## config.mk

```make
export PLATFORM = sky130hd
export DESIGN_NAME = fgen_clkgen
export DESIGN_NICKNAME = d
export VERILOG_FILES = /design/src/rtl/fgen_pkg.sv /design/src/rtl/fgen_timebase.sv /design/src/rtl/fgen_lane.sv /design/src/rtl/fgen_t1clk.sv /design/src/rtl/fgen_clkgen.sv
export SDC_FILE = /design/constraint.sdc
export NUM_CORES = 1
export LEC_CHECK = 0
export BUFFER_PORTS_ARGS = -buffer_cell sky130_fd_sc_hd__buf_4
export CAP_MARGIN = 20
export CORE_AREA = 2 2 93 77
export DETAILED_ROUTE_END_ITERATION = 10
export DIE_AREA = 0 0 95 79
export GPL_TIMING_DRIVEN = 1
export HOLD_SLACK_MARGIN = 0.08
export MAX_ROUTING_LAYER = met4
export PLACE_DENSITY = 0.79
export SYNTH_ARGS = -nofsm -noshare
export SYNTH_HDL_FRONTEND = slang
export SYNTH_SLANG_ARGS = --single-unit
```

## constraint.sdc

```tcl
create_clock -name clk -period 2.35 [get_ports clk]
set_input_delay 0.235 -clock clk [delete_from_list [all_inputs] [get_ports clk]]
set_output_delay 0.235 -clock clk [all_outputs]
set_load 0.005 [all_outputs]
```

## src/rtl/fgen_pkg.sv

```systemverilog
package fgen_pkg;

    localparam int FRAME_LEN  = 8192;
    localparam int CNT_W      = $clog2(FRAME_LEN);
    localparam int HB_W       = $clog2(CNT_W);
    localparam int N_LANES    = 4;
    localparam int LANE0_HB   = 3;     // half-period bit of the divide-by-16 lane
    localparam int T1_ALT_HB  = 4;     // half-period bit of the divide-by-32 clock
    localparam int T1_STEP    = 193;   // 1.544 MHz periods per frame
    localparam int CTRL_W     = 16;

    typedef logic [CNT_W-1:0] cnt_t;
    typedef logic [HB_W-1:0]  hb_t;

    typedef struct packed {
        logic ck_pol;    // 1: rising edge on boundary
        logic fp_pol;    // 1: active-high pulse
        logic fp_start;  // 1: pulse begins at boundary, 0: straddles it
    } lane_cfg_t;

    typedef struct packed {
        logic                      t1_pol;
        logic                      t1_sel;     // 1: 1.544 MHz
        logic [1:0]                fast_rate;  // lane 3 divider code
        lane_cfg_t [N_LANES-1:0]   lane;
    } ctrl_t;

    // Counter bit whose value is the half-period phase of a lane clock.
    function automatic hb_t lane_hbit(input int idx, input logic [1:0] rate);
        if (idx == N_LANES - 1)
            return hb_t'(LANE0_HB - int'(rate));
        return hb_t'(LANE0_HB - idx);
    endfunction

endpackage

```

## src/rtl/fgen_timebase.sv

```systemverilog
module fgen_timebase
    import fgen_pkg::*;
#(
    parameter int STEP = T1_STEP
) (
    input  logic clk,
    input  logic rst,
    output cnt_t cnt,
    output logic at_last,
    output logic t1_phase_hi
);

    localparam cnt_t STEP_C = cnt_t'(STEP);
    localparam cnt_t LAST_C = cnt_t'(FRAME_LEN - 1);

    cnt_t acc;

    assign at_last     = (cnt == LAST_C);
    assign t1_phase_hi = acc[CNT_W-1];

    always_ff @(posedge clk) begin
        if (rst) begin
            cnt <= '0;
            acc <= '0;
        end else if (at_last) begin
            cnt <= '0;
            acc <= '0;
        end else begin
            cnt <= cnt + cnt_t'(1);
            acc <= acc + STEP_C;
        end
    end

    p_wrap_r3: assert property (@(posedge clk) disable iff (rst)
        at_last |=> (cnt == '0));

    p_count_r3: assert property (@(posedge clk) disable iff (rst)
        !at_last |=> (cnt == $past(cnt) + cnt_t'(1)));

    p_realign_r8: assert property (@(posedge clk) disable iff (rst)
        at_last |=> (acc == '0));

endmodule

```

## src/rtl/fgen_lane.sv

```systemverilog
module fgen_lane
    import fgen_pkg::*;
(
    input  cnt_t      cnt,
    input  hb_t       hb,
    input  lane_cfg_t cfg,
    output logic      ck,
    output logic      fp
);

    cnt_t half;
    cnt_t width;
    logic active;

    always_comb begin
        half  = cnt_t'(1) << hb;
        width = half << 1;
        ck    = cnt[hb] ^ cfg.ck_pol;
        if (cfg.fp_start)
            active = (cnt < width);
        else
            active = (cnt < half) || (cnt >= (cnt_t'(0) - half));
        fp = cfg.fp_pol ? active : ~active;
    end

endmodule

```

## src/rtl/fgen_t1clk.sv

```systemverilog
module fgen_t1clk (
    input  logic div_bit,
    input  logic acc_hi,
    input  logic sel,
    input  logic pol,
    output logic ck
);

    logic first_half;

    always_comb begin
        first_half = sel ? ~acc_hi : ~div_bit;
        ck         = pol ? first_half : ~first_half;
    end

endmodule

```

## src/rtl/fgen_clkgen.sv

```systemverilog
module fgen_clkgen
    import fgen_pkg::*;
#(
    parameter int              AW        = 8,
    parameter logic [AW-1:0]   CTRL_ADDR = 8'h04
) (
    input  logic              clk,
    input  logic              rst,
    input  logic              reg_wr,
    input  logic [AW-1:0]     reg_addr,
    input  logic [CTRL_W-1:0] reg_wdata,
    output logic [CTRL_W-1:0] reg_rdata,
    input  logic              master_mode,
    input  logic              dpll_en,
    output logic [N_LANES:0]  ck_out,
    output logic [N_LANES-1:0] fp_out
);

    cnt_t  cnt;
    logic  at_last;
    logic  t1_hi;
    logic  t1_ck;
    logic  t1_en;
    ctrl_t shadow_q;
    ctrl_t active_q;
    logic [N_LANES-1:0] lane_ck;
    logic [N_LANES-1:0] lane_fp;
    logic  sel_ctrl;

    assign sel_ctrl = (reg_addr == CTRL_ADDR);
    assign t1_en    = master_mode | dpll_en;

    fgen_timebase #(.STEP(T1_STEP)) u_base (
        .clk         (clk),
        .rst         (rst),
        .cnt         (cnt),
        .at_last     (at_last),
        .t1_phase_hi (t1_hi)
    );

    for (genvar g = 0; g < N_LANES; g++) begin : g_lane
        fgen_lane u_lane (
            .cnt (cnt),
            .hb  (lane_hbit(g, active_q.fast_rate)),
            .cfg (active_q.lane[g]),
            .ck  (lane_ck[g]),
            .fp  (lane_fp[g])
        );
    end

    fgen_t1clk u_t1 (
        .div_bit (cnt[T1_ALT_HB]),
        .acc_hi  (t1_hi),
        .sel     (active_q.t1_sel),
        .pol     (active_q.t1_pol),
        .ck      (t1_ck)
    );

    always_ff @(posedge clk) begin
        if (rst)
            shadow_q <= '0;
        else if (reg_wr && sel_ctrl)
            shadow_q <= ctrl_t'(reg_wdata);
    end

    always_ff @(posedge clk) begin
        if (rst)
            active_q <= '0;
        else if (at_last)
            active_q <= shadow_q;
    end

    always_ff @(posedge clk) begin
        if (rst) begin
            ck_out <= '0;
            fp_out <= '0;
        end else begin
            ck_out <= {t1_ck & t1_en, lane_ck};
            fp_out <= lane_fp;
        end
    end

    assign reg_rdata = sel_ctrl ? CTRL_W'(shadow_q) : '0;

    p_store_r2: assert property (@(posedge clk) disable iff (rst)
        (reg_wr && sel_ctrl) |=> (CTRL_W'(shadow_q) == $past(reg_wdata)));

    p_ignore_r2: assert property (@(posedge clk) disable iff (rst)
        !(reg_wr && sel_ctrl) |=> $stable(shadow_q));

    p_defer_r10: assert property (@(posedge clk) disable iff (rst)
        !at_last |=> $stable(active_q));

    p_gate_r9: assert property (@(posedge clk) disable iff (rst)
        (!master_mode && !dpll_en) |=> !ck_out[N_LANES]);

endmodule

```

Yosys cells after proc, flatten, opt, wreduce, memory -nomap -nowiden
Cells that the tools add are included.
{ "totals": {"word_cells": 84, "register_bits": 67, "inputBits": 29, "out_inout_bits": 25} }
{ "op_classes": {"magnitude_cmp": 11, "addsub": 4, "muxes": 13, "n_bitwise": 13, "reduce_logical": 6, "n_eq_ne": 2, "n_shift": 1} }
{ "ops": {"columns": ["cell", "count"], "rows": [
  [">= comparator 13 bit (second input constant)", 3],
  ["< comparator 13 bit", 2],
  ["two-way mux 16 bit", 1],
  ["adder 13 x 1 -> 13 bit (second input constant)", 1],
  ["adder 13 x 8 -> 13 bit (second input constant)", 1],
  ["== test 13 bit (second input constant)", 1],
  [">= comparator 13 bit", 1],
  ["< comparator 13 x 2 -> 1 bit (second input constant)", 1],
  ["< comparator 13 x 3 -> 1 bit (second input constant)", 1],
  ["< comparator 13 x 4 -> 1 bit (second input constant)", 1],
  ["< comparator 13 x 5 -> 1 bit (second input constant)", 1],
  ["left shift 1 x 4 -> 13 bit (first input constant)", 1],
  ["subtractor 1 x 13 -> 13 bit (first input constant)", 1],
  ["two-way mux 1 bit", 11],
  ["== test 8 x 3 -> 1 bit (second input constant)", 1],
  ["NOT 1 bit", 7],
  ["< comparator 4 x 5 -> 1 bit (second input constant)", 1],
  ["binary-select mux 1 bit (select 4 bit)", 1],
  ["logical OR 1 bit", 4],
  ["bitwise XOR 1 bit", 4],
  ["subtractor 2 x 2 -> 3 bit (first input constant)", 1],
  ["OR reduction 2 bit", 1],
  ["bitwise AND 1 bit", 1],
  ["logical AND 1 bit", 1],
  ["OR 1 bit", 1]
]} }

Depth between registers and ports, before layout
Gate-level depths: netlist (run 1).
{ "logic_depth": {"word_depth": 8, "mapped_depth": 11, "depth_no_buf": 10} }

Modules after synthesis
Synthesis (run 1) repeated with hierarchy kept, for this count alone.
{ "unflattened": {"cells_unflattened": 932, "hier_area_um2": 7609.8} }
{ "by_module_without_submodules": {"columns": ["mod", "cells_each", "seq_area_each_um2", "n_inst", "area_per_inst_um2"], "rows": [
  ["fgen_lane (g_lane[1].u_lane ...)", 165, 0.0, 2, 1201.2],
  ["fgen_clkgen", 166, 820.8, 1, 1707.9],
  ["fgen_lane (g_lane[2].u_lane)", 159, 0.0, 1, 1199.9],
  ["fgen_lane (g_lane[0].u_lane)", 154, 0.0, 1, 1164.9],
  ["fgen_timebase", 121, 520.5, 1, 1116.1],
  ["fgen_t1clk", 2, 0.0, 1, 18.8]
]} }

Least setup slack after synthesis (run 1)
OpenSTA, ideal clock, no wires.
{ "synth_timing": {"kind": "reg-to-reg", "from": "register active_q[13] in the netlist's numbering", "to": "register fp_out[3]", "path_stages_with_launch": 11, "path_buffers": 1, "arrival_time_ns": 2.463, "setup_time_ns": 0.127, "slack_ns": -0.240, "required_time_ns": 2.223, "synth_period_minus_slack_ns": 2.590, "cell_sequence": "dfxtp_1 clkbuf_1 nand2b_1 ha_1 and2_1 ha_1 a21oi_1 or4b_2 o311ai_4 nor4_1 or3_1"} }
{ "synth_between": {"elab_chain_len": 8, "elab_cells_between_ends": 10, "cone_classes": "add/sub: 2; order compare: 3; shift: 1; mux: 2; bitwise: 1; reduce/logical: 1"} }
{ "synth_lines": {"columns": ["element", "line", "source"], "rows": [
  ["start, declared", "fgen_clkgen.sv:25", "ctrl_t active_q;"],
  ["start signal, assigned", "fgen_clkgen.sv:70", "active_q <= shadow_q;"],
  ["subtractor 2 x 2 -> 3 bit (*)", "fgen_pkg.sv:31", "return hb_t'(LANE0_HB - int'(rate));"],
  ["left shift 1 x 4 -> 13 bit (*)", "fgen_lane.sv:16", "half = cnt_t'(1) << hb;"],
  ["subtractor 1 x 13 -> 13 bit", "fgen_lane.sv:22", "active = (cnt < half) || (cnt >= (cnt_t'(0) - half));"],
  [">= comparator 13 bit", "fgen_lane.sv:22", null],
  ["logical OR 1 bit", "fgen_lane.sv:22", null],
  ["two-way mux 1 bit (*)", "fgen_lane.sv:19", "if (cfg.fp_start)"],
  ["NOT 1 bit", "fgen_lane.sv:23", "fp = cfg.fp_pol ? active : ~active;"],
  ["two-way mux 1 bit (*)", "fgen_lane.sv:23", null],
  ["end signal, assigned", "fgen_clkgen.sv:79", "fp_out <= lane_fp;"],
  ["end, declared", "fgen_clkgen.sv:16", "output logic [N_LANES-1:0] fp_out"]
]} }
Every way passes the cells marked *; elsewhere a longest branch is shown, timed or not.
A chain may end at the register's enable or synchronous reset.

Worst setup path in the final report (run 1)
{ "layout_timing": {"from": "register active_q[12] in the netlist's numbering", "to": "register fp_out[3]"} }
Same word-level chain as after synthesis.

==> results of run 1 <==
## layer usage
| metal | up-vias | share of wire [%] | wire, µm |
|---|---|---|---|
| li1 | 1366 | - | - |
| met1 | 1257 | 47 | 3290 |
| met2 | 48 | 48 | 3320 |
| met3 | 8 | 3.7 | 256 |
| met4 | 0 | 1.1 | 79 |
| met5 | - | 0 | 0 |
## final cells by class
type                    count  area share [%]
clock buffers              10            3.21
clock inverters             6            1.04
well taps                  87            2.74
inverters                  10           0.943
multi-input cells         274            45.2
repair buffers             69            13.0
flip-flops and latches     67            33.9
## cells by family (layout without fill, tap and decap cells)
| family | count (synthesis) | after routing | share of synthesized area (%) |
|---|---|---|---|
| flops | 67 | 67 | 42.1 |
| xor+xnor | 28 | 28 | 7.70 |
| simple gates | 167 | 167 | 24.9 |
| fa+ha+maj | 19 | 19 | 7.47 |
| buf+inv | 30 | 95 | 3.73 |
| compound gates | 44 | 44 | 8.64 |
| mux | 16 | 16 | 5.42 |
## worst min-delay path by stage
stage,start,endpoint,cells past startpoint
finish,reg_wdata[8],shadow_q[8],3
global route,reg_wdata[3],shadow_q[3],3
CTS,reg_wdata[8],shadow_q[8],3
detailed placement,u_base.acc[0],u_base.acc[0],1
global placement,u_base.acc[0],u_base.acc[0],1
floorplan,reg_wdata[0],shadow_q[0],2
## cell usage in the layout, fill, tap and decap left out, types with 5 or more instances in the layout
cell / count
buf_4: 69
dfxtp_1: 65
nor4_1: 8
xnor2_1: 14
inv_1: 10
clkbuf_8: 9
and2_1: 17
nor2_1: 61
mux2i_1: 15
nand2_1: 44
ha_1: 17
a21oi_1: 26
nand3_1: 9
o21ai_0: 5
xor2_1: 14
## timing repair
item                                    in CTS  in global routing
pin swaps                                    2                  8
resized for setup                            3                  9
endpoints found under the setup margin       1                  1
## through the flow
| stage | hold slack [ns] | util (%) |
|---|---|---|
| final | 0.122 | 59.8 |
| after global routing | 0.125 | 59.8 |
| after CTS | 0.111 | 59.1 |
| after detailed placement | 0.452 | 56.4 |
| after global placement | 0.441 | 56.4 |
| after floorplan | 0.371 | - |
## power by group through the flow
stage / Sequential (mW) / Clock (mW) / Combinational, mW
finish: 1.18 / 0.838 / 0.139
global placement: 1.20 / 0 / 0.133
floorplan: 1.20 / 0 / 0.0791
global route: 1.18 / 0.909 / 0.158
detailed placement: 1.21 / 0 / 0.138
CTS: 1.18 / 0.861 / 0.139
## critical path, delay by kind of cell (launching register included)
family          cells  cell delay (ns)
compound gates      2             0.16
simple gates        5             1.19
flops               1             0.37
fa+ha+maj           2             0.48
## state kept, by name, summed over array words and instances (netlist names)
register    cells
active_q       16
shadow_q       16
u_base.acc     13
u_base.cnt     13
ck_out          5
fp_out          4
==> impl_metrics.yaml, run 1 <==
setup_path:
  cp_cell_sequence: "nand2b_4, ha_1, and2_4, ha_1, a21oi_2, or4b_4, o311ai_4, nor4_1, or3_1"
  arrival_ns: 2.55
  crit_path_frequent_cell: "ha_1"
  max_stage_delay_ns: 0.52
  r2r-end: "fp_out[3]"
  start_kind: "flop"
  crit_type: "flop to flop"
  reg2reg_depth: 9
  critPathLaunch: "active_q[12]"
  crit_end: "fp_out[3]"
  r2r_slack_ns: 0.03
  worstSetupEndpointType: "flop"
  path_max_fanout: 5
  r2r-start: "active_q[12]"
  cp.required_ns: 2.58
  crit_slowest_cell: "or4b_4"
grt:
  grtUsageMet2_pct: 33.8
  grt_max_degree: 50
  busiest_layer: "met2"
  grt-ovfl-total: 0
  antenna_found_initial: 0
  grt_usage_pct: 21.0
  grt_pass1_vias: 2607
  grt_pass1_wl_mm: 11.8
  globalRouteMet1Util_pct: 25.4
  grt.met3_usage_pct: 5.12
flow_run:
  maxCapViolCount: 0
clock_network:
  cts_root_buf: "clkbuf_8"
  cts_setup_buffers: 0
  cts_sinks: 67
  htreeDepth: 3
  cts.reportedPaths.clkPinSlew_ns: 0.08
  cts_hold_buf: 0
  cts_tree: "yes"
  clk_latency_ns: 0.35
  clock_path_buffers: 2
  cts_buffers: 9
placed_design:
  pre_cts_ws_ns: -0.0338
  dp_hpwl_mm: 5.09
  io_buffers: 53
  placed_cell_area_um2: 3760
  placedCellCount: 507
  finalWeightedCongestion: 0.858
route:
  via_count: 2679
  first_iter_violations: 105
  viasPerCell: 5.12
  route.detailed.drc: 0
  wl_mm: 6.94
  wire_per_inst_um: 13.3
  drt_first_pass_iters: 4
  ant_nets: 0
pwr:
  switching_share_pct: 25.3
  p_leak_nw: 1.62
  ir_drop_v: 0.000351
  p_comb_share_pct: 6.5
  finalPower_mw: 2.16
  switchingPower_mw: 0.545
  p_int_mw: 1.61
  seq_power_share_pct: 54.7
  clockPowerShare_pct: 38.9
  power.density_cell_area_nw_per_um2: 542
finish:
  fill_cells: 575
  drive_gt1_share_pct: 23.6
  areaGrowthSynthToFinish_pct: 25.0
  nets: 479
  final_cell_count_no_fill: 523
  diodes: 0
  seqCellArea_um2: 1350
  fin_area_um2: 3980
  multi_input_area_um2: 1800
synthesis:
  yosysMostFrequentCell: "dfxtp_1"
  synth_area_um2: 3180
  synth_top_area_share_pct: 42.1
  synth_ff_type: "dfxtp_1"
  syn-num-nets: 419
  synth-seq-cells: 67
  netlist_instances: 371
  synthTopCellsByCount: "dfxtp_1, nor2_1, nand2_1"
  synthTopCellsByArea: "dfxtp_1, ha_1, nor2_1"
  async_reset_ff_share_pct: 0
  synth_edf_count: 0
  ys_warn_count: 0
  postSynthAreaPerCell_um2: 8.58
  synth_cell_types: 43
  yosysTopAreaCell: "dfxtp_1"
  seq_area_frac_synth_pct: 42.1
hold_path:
  holdCritPathClass: "input port to flop"
run_status:
  status: "finished, final reports clean"
sta:
  period_share_pct: 98.6
  setup-violations-final: 0
  rsz0062_at_grt: "true"
  max_slew_margin_pct: 62.9
  layout_setup_ws_ns: 0.0333
  min_period_ns: 2.32
  setup_tns_ns: 0
  final_max_slew_viol_count: 0
  finClkSkew_ns: 0.00760
  worst_pin_slew_ns: 0.555
  hold_viol: 0
  fmax_ghz: 0.432
floorplanning:
  die_area_um2: 7510
  die_x_um: 95
  core.rowCount: 27
  placeableCoreArea_um2: 6660
  io_pins: 54
  start_util_pct: 47.8
  die_h_um: 79
(Power assumes the default switching activity.)
==> run 2: changes to the inputs <==
--- a/config.mk
+++ b/config.mk
@@ -8,12 +8,13 @@
 export BUFFER_PORTS_ARGS = -buffer_cell sky130_fd_sc_hd__buf_4
 export CAP_MARGIN = 20
 export CORE_AREA = 2 2 93 77
+export CTS_BUF_LIST = sky130_fd_sc_hd__clkbuf_4 sky130_fd_sc_hd__clkbuf_8
 export DETAILED_ROUTE_END_ITERATION = 10
 export DIE_AREA = 0 0 95 79
 export GPL_TIMING_DRIVEN = 1
 export HOLD_SLACK_MARGIN = 0.08
 export MAX_ROUTING_LAYER = met4
-export PLACE_DENSITY = 0.79
+export PLACE_DENSITY = 0.77
 export SYNTH_ARGS = -nofsm -noshare
 export SYNTH_HDL_FRONTEND = slang
 export SYNTH_SLANG_ARGS = --single-unit
==> constraint.sdc (replaced) <==
create_clock -name clk -period 2.3 [get_ports clk]
set_input_delay 0.23 -clock clk [delete_from_list [all_inputs] [get_ports clk]]
set_output_delay 0.23 -clock clk [all_outputs]
set_load 0.005 [all_outputs]
==> impl_metrics.yaml, run 2 (synthesis results as in run 1) <==
clock_network:
  cts_setup_buffers: 0
  clock_path_buffers: 2
  cts_hold_buf: 0
  cts.reportedPaths.clkPinSlew_ns: 0.07
  cts_root_buf: "clkbuf_8"
  cts_tree: "yes"
  cts_buffers: 9
  cts_sinks: 67
  clk_latency_ns: 0.35
  htreeDepth: 3
route:
  wire_per_inst_um: 13.4
  viasPerCell: 5.09
  via_count: 2689
  first_iter_violations: 165
  wl_mm: 7.05
  route.detailed.drc: 0
  ant_nets: 0
  drt_first_pass_iters: 4
placed_design:
  io_buffers: 53
  dp_hpwl_mm: 5.11
  pre_cts_ws_ns: -0.111
  finalWeightedCongestion: 0.849
setup_path:
  r2r-start: "active_q[12]"
  critPathLaunch: "active_q[12]"
  crit_type: "flop to flop"
  worstSetupEndpointType: "flop"
  r2r-end: "fp_out[3]"
  arrival_ns: 2.52
  crit_end: "fp_out[3]"
  path_max_fanout: 5
  reg2reg_depth: 8
  start_kind: "flop"
  r2r_slack_ns: 0.007
  cp.required_ns: 2.52
grt:
  grt-ovfl-total: 0
  grt_max_degree: 32
  grt_pass1_wl_mm: 12.4
  grt_pass1_vias: 2713
  grt_usage_pct: 21.5
  antenna_found_initial: 0
sta:
  layout_setup_ws_ns: 0.00735
  rsz0062_at_grt: "true"
  period_share_pct: 99.7
  max_slew_margin_pct: 60.8
  fmax_ghz: 0.436
  finClkSkew_ns: 0.00784
  final_max_slew_viol_count: 0
  min_period_ns: 2.29
  hold_viol: 0
  worst_pin_slew_ns: 0.588
  setup-violations-final: 0
floorplanning:
  io_pins: 54
  placeableCoreArea_um2: 6660
  die_x_um: 95
  start_util_pct: 47.8
  die_area_um2: 7510
  die_h_um: 79
  core.rowCount: 27
finish:
  nets: 485
  finish.utilization_pct: 61.5
  drive_gt1_share_pct: 25.6
  seqCellArea_um2: 1350
  mostFrequentLayoutCells: "buf_4, dfxtp_1, nor2_1, nand2_1, a21oi_1"
  multi_input_area_um2: 1850
  areaGrowthSynthToFinish_pct: 28.6
  diodes: 0
  layout_commonest_cell: "buf_4"
  fill_cells: 533
  reg_top3: "active_q x16, shadow_q x16"
flow_run:
  maxCapViolCount: 0
pwr:
  p_leak_nw: 1.66
  power.density_cell_area_nw_per_um2: 562
  ir_drop_v: 0.000480
hold_path:
  holdCritPathClass: "input port to flop"
run_status:
  status: "finished, final reports clean"
[run 2: cell count changes in the layout (fill, tap and decap cells not counted), sizes merged]
cell      delta
buf          +6
bufinv       +1
clkbuf       -1
clkinv       +2
clkinvlp     -3
[run 2: worst min-delay path by stage]
stage | slack, ns | depth (start not counted) | from | end
floorplan | 0.37 | 2 | reg_wdata[0] | shadow_q[0]
global placement | 0.44 | 1 | u_base.acc[0] | u_base.acc[0]
detailed placement | 0.47 | 2 | shadow_q[2] | shadow_q[2]
CTS | 0.12 | 3 | reg_wdata[11] | shadow_q[11]
global route | 0.13 | 3 | reg_wdata[5] | shadow_q[5]
finish | 0.13 | 3 | reg_wdata[15] | shadow_q[15]
[run 2: where the power goes]
part           leakage (nW)  internal [mW]  switching (mW)
sequential            0.544           1.18          0.0231
combinational          1.02         0.0806          0.0688
clock                0.0994          0.498           0.450
total                  1.66           1.76           0.542
[run 2: per-stage QoR]
stage          area [µm²]  hold WS [ns]  power [mW]  std cells  TNS [ns]
3_3_place_gp         3840         0.442        1.37        513   -0.0323
5_1_grt              4100         0.128        2.39        528   -0.0943
6_report             4100         0.127        2.30        528         0
2_1_floorplan        3260         0.366        1.31        371         0
4_1_cts              4040         0.118        2.32        528         0
3_5_place_dp         3840         0.465        1.38        513    -0.111
[run 2: cell type report]
class                      instances  share of cell area [%]
multi-input combinational        274                    45.1
sequential                        67                    32.9
timing repair buffer              75                    13.7
clock buffer                       9                    3.02
tap                               87                    2.66
clock inverter                     6                    1.62
inverter                          10                   0.917
[run 2: timing repair]
| item | in CTS | in global routing |
|---|---|---|
| endpoints found under the setup margin | 1 | 1 |
| pin swaps | 0 | 6 |
| resized for setup | 3 | 10 |
[run 2: worst max-delay path, cell delays in order, from the launching register on]
cell      delay (ns)
dfxtp_4         0.37
nand2b_4        0.16
ha_4            0.15
and2_4          0.19
ha_4            0.17
a311oi_4        0.29
o311ai_4        0.15
o311a_1         0.35
or3_1           0.34
[run 2: layer usage]
metal | share of wire [%] | GRT usage (%) | vias to the layer above
met2 | 45 | 33.0 | 65
met1 | 48 | 27.9 | 1233
li1 | - | - | 1376
met5 | 0 | - | -
met4 | 1.8 | 7.10 | 0
met3 | 5.4 | 5.50 | 15
==> run 3: changes to the inputs <==
--- a/config.mk
+++ b/config.mk
@@ -7,14 +7,14 @@
 export LEC_CHECK = 0
 export BUFFER_PORTS_ARGS = -buffer_cell sky130_fd_sc_hd__buf_4
 export CAP_MARGIN = 20
-export CORE_AREA = 2 2 93 77
+export CORE_AREA = 2 2 86 72
 export CTS_BUF_LIST = sky130_fd_sc_hd__clkbuf_4 sky130_fd_sc_hd__clkbuf_8
 export DETAILED_ROUTE_END_ITERATION = 10
-export DIE_AREA = 0 0 95 79
+export DIE_AREA = 0 0 88 74
 export GPL_TIMING_DRIVEN = 1
 export HOLD_SLACK_MARGIN = 0.08
 export MAX_ROUTING_LAYER = met4
-export PLACE_DENSITY = 0.77
+export PLACE_DENSITY = 0.86
 export SYNTH_ARGS = -nofsm -noshare
 export SYNTH_HDL_FRONTEND = slang
 export SYNTH_SLANG_ARGS = --single-unit
==> impl_metrics.yaml, run 3 (synthesis results as in run 1) <==
setup_path:
  cp.required_ns: 2.53
  arrival_ns: 2.50
  start_kind: "flop"
  crit_type: "flop to flop"
  worstSetupEndpointType: "flop"
  path_max_fanout: 6
route:
  viasPerCell: 5.26
  via_count: 2738
  wl_mm: 7.17
  wire_per_inst_um: 13.8
  ant_nets: 0
  first_iter_violations: 90
  drt_first_pass_iters: 4
  route.detailed.drc: 0
clock_network:
  cts_buffers: 9
  htreeDepth: 3
  clock_path_buffers: 2
  cts_tree: "yes"
  cts_root_buf: "clkbuf_8"
  clk_latency_ns: 0.35
  cts_sinks: 67
  cts.reportedPaths.clkPinSlew_ns: 0.07
sta:
  whs_ns: 0.125
  final_max_slew_viol_count: 0
  hold_viol: 0
  setup-violations-final: 0
  worst_pin_slew_ns: 0.568
  finClkSkew_ns: 0.00484
  period_share_pct: 98.7
  min_period_ns: 2.27
  fmax_ghz: 0.441
  setup_tns_ns: 0
  max_slew_margin_pct: 62.1
  rsz0062_at_grt: "true"
pwr:
  power.density_cell_area_nw_per_um2: 568
  p_leak_nw: 1.65
  p_int_mw: 1.75
  ir_drop_v: 0.000361
  seq_power_share_pct: 52.2
  p_comb_share_pct: 6.2
  switching_share_pct: 23.9
  clockPowerShare_pct: 41.6
  switchingPower_mw: 0.551
finish:
  fill_cells: 422
  drive_gt1_share_pct: 25.7
  reg_top3: "active_q x16, shadow_q x16"
  seqCellArea_um2: 1350
  diodes: 0
  finish.utilization_pct: 71.7
  final_cell_count_no_fill: 521
  multi_input_area_um2: 1830
  layout_commonest_cell: "buf_4"
  mostFrequentLayoutCells: "buf_4, dfxtp_1, nor2_1, nand2_1, a21oi_1"
  areaGrowthSynthToFinish_pct: 27.5
  nets: 484
floorplanning:
  start_util_pct: 56.2
  io_pins: 54
  core.rowCount: 25
  die_area_um2: 6510
  die_x_um: 88
  die_h_um: 74
  placeableCoreArea_um2: 5660
grt:
  antenna_found_initial: 0
  grt_max_degree: 37
  grt_pass1_vias: 2669
  grt-ovfl-total: 0
  grt_usage_pct: 25.5
  grt_pass1_wl_mm: 12.4
flow_run:
  maxCapViolCount: 0
placed_design:
  placedCellCount: 503
  dp_hpwl_mm: 5.17
  io_buffers: 53
  finalWeightedCongestion: 0.937
hold_path:
  holdCritPathClass: "input port to flop"
run_status:
  status: "finished, final reports clean"
run 3: cell count changes in the layout (fill, tap and decap cells not counted), sizes merged:
cell,change
buf,-1
run 3: worst paths after layout:
check	start	endpoint	slack, ns	cells past startpoint
worst max-delay path	active_q[12]	fp_out[3]	0.03	9
worst min-delay path	reg_wdata[14]	shadow_q[14]	0.12	3
worst min register to register	u_base.acc[0]	u_base.acc[0]	0.48	1
worst max register to register	active_q[12]	fp_out[3]	0.03	9
run 3: layout make-up:
type                       instances  area share (%)
multi-input combinational        274            45.0
clock inverter                     6            1.63
inverter                          10           0.925
clock buffer                       9            3.05
sequential                        67            33.2
timing repair buffer              74            13.7
tap                               81            2.50
run 3: worst max-delay path, stage by stage, from the launching register on:
cell and delay [ns]:
dfxtp_4 0.37, nand2b_4 0.15, ha_4 0.15, and2_4 0.18, ha_1 0.18, a22o_1 0.23
a21oi_2 0.15, a21oi_2 0.08, o311a_1 0.31, or3_1 0.34
run 3: metal layers:
| layer | vias up | track usage [%] | wire, µm |
|---|---|---|---|
| met5 | - | - | 0 |
| met4 | 0 | 7.01 | 76 |
| met1 | 1288 | 32.2 | 3360 |
| met2 | 65 | 40.7 | 3400 |
| li1 | 1376 | - | - |
| met3 | 9 | 6.66 | 337 |
run 3: stage by stage:
stage | instance area (µm²) | setup WS, ns | total power [mW]
2_1_floorplan | 3260 | 0.00103 | 1.31
3_3_place_gp | 3810 | -0.0853 | 1.37
3_5_place_dp | 3810 | -0.152 | 1.37
4_1_cts | 4010 | 0.000986 | 2.31
5_1_grt | 4060 | -0.0449 | 2.39
6_report | 4060 | 0.0301 | 2.30
run 3: power by group through the flow:
stage,Sequential [mW],Combinational [mW],Clock (mW)
floorplan,1.23,0.0808,0
global placement,1.23,0.137,0
detailed placement,1.23,0.142,0
CTS,1.20,0.143,0.967
global route,1.21,0.162,1.02
finish,1.20,0.142,0.960
run 3: what timing repair did:
item,in CTS,in global routing
hold endpoints to repair,0,0
hold buffers,0,0
pin swaps,1,9
setup endpoints to repair,1,1
gates resized for setup,3,9
buffers inserted,1,2
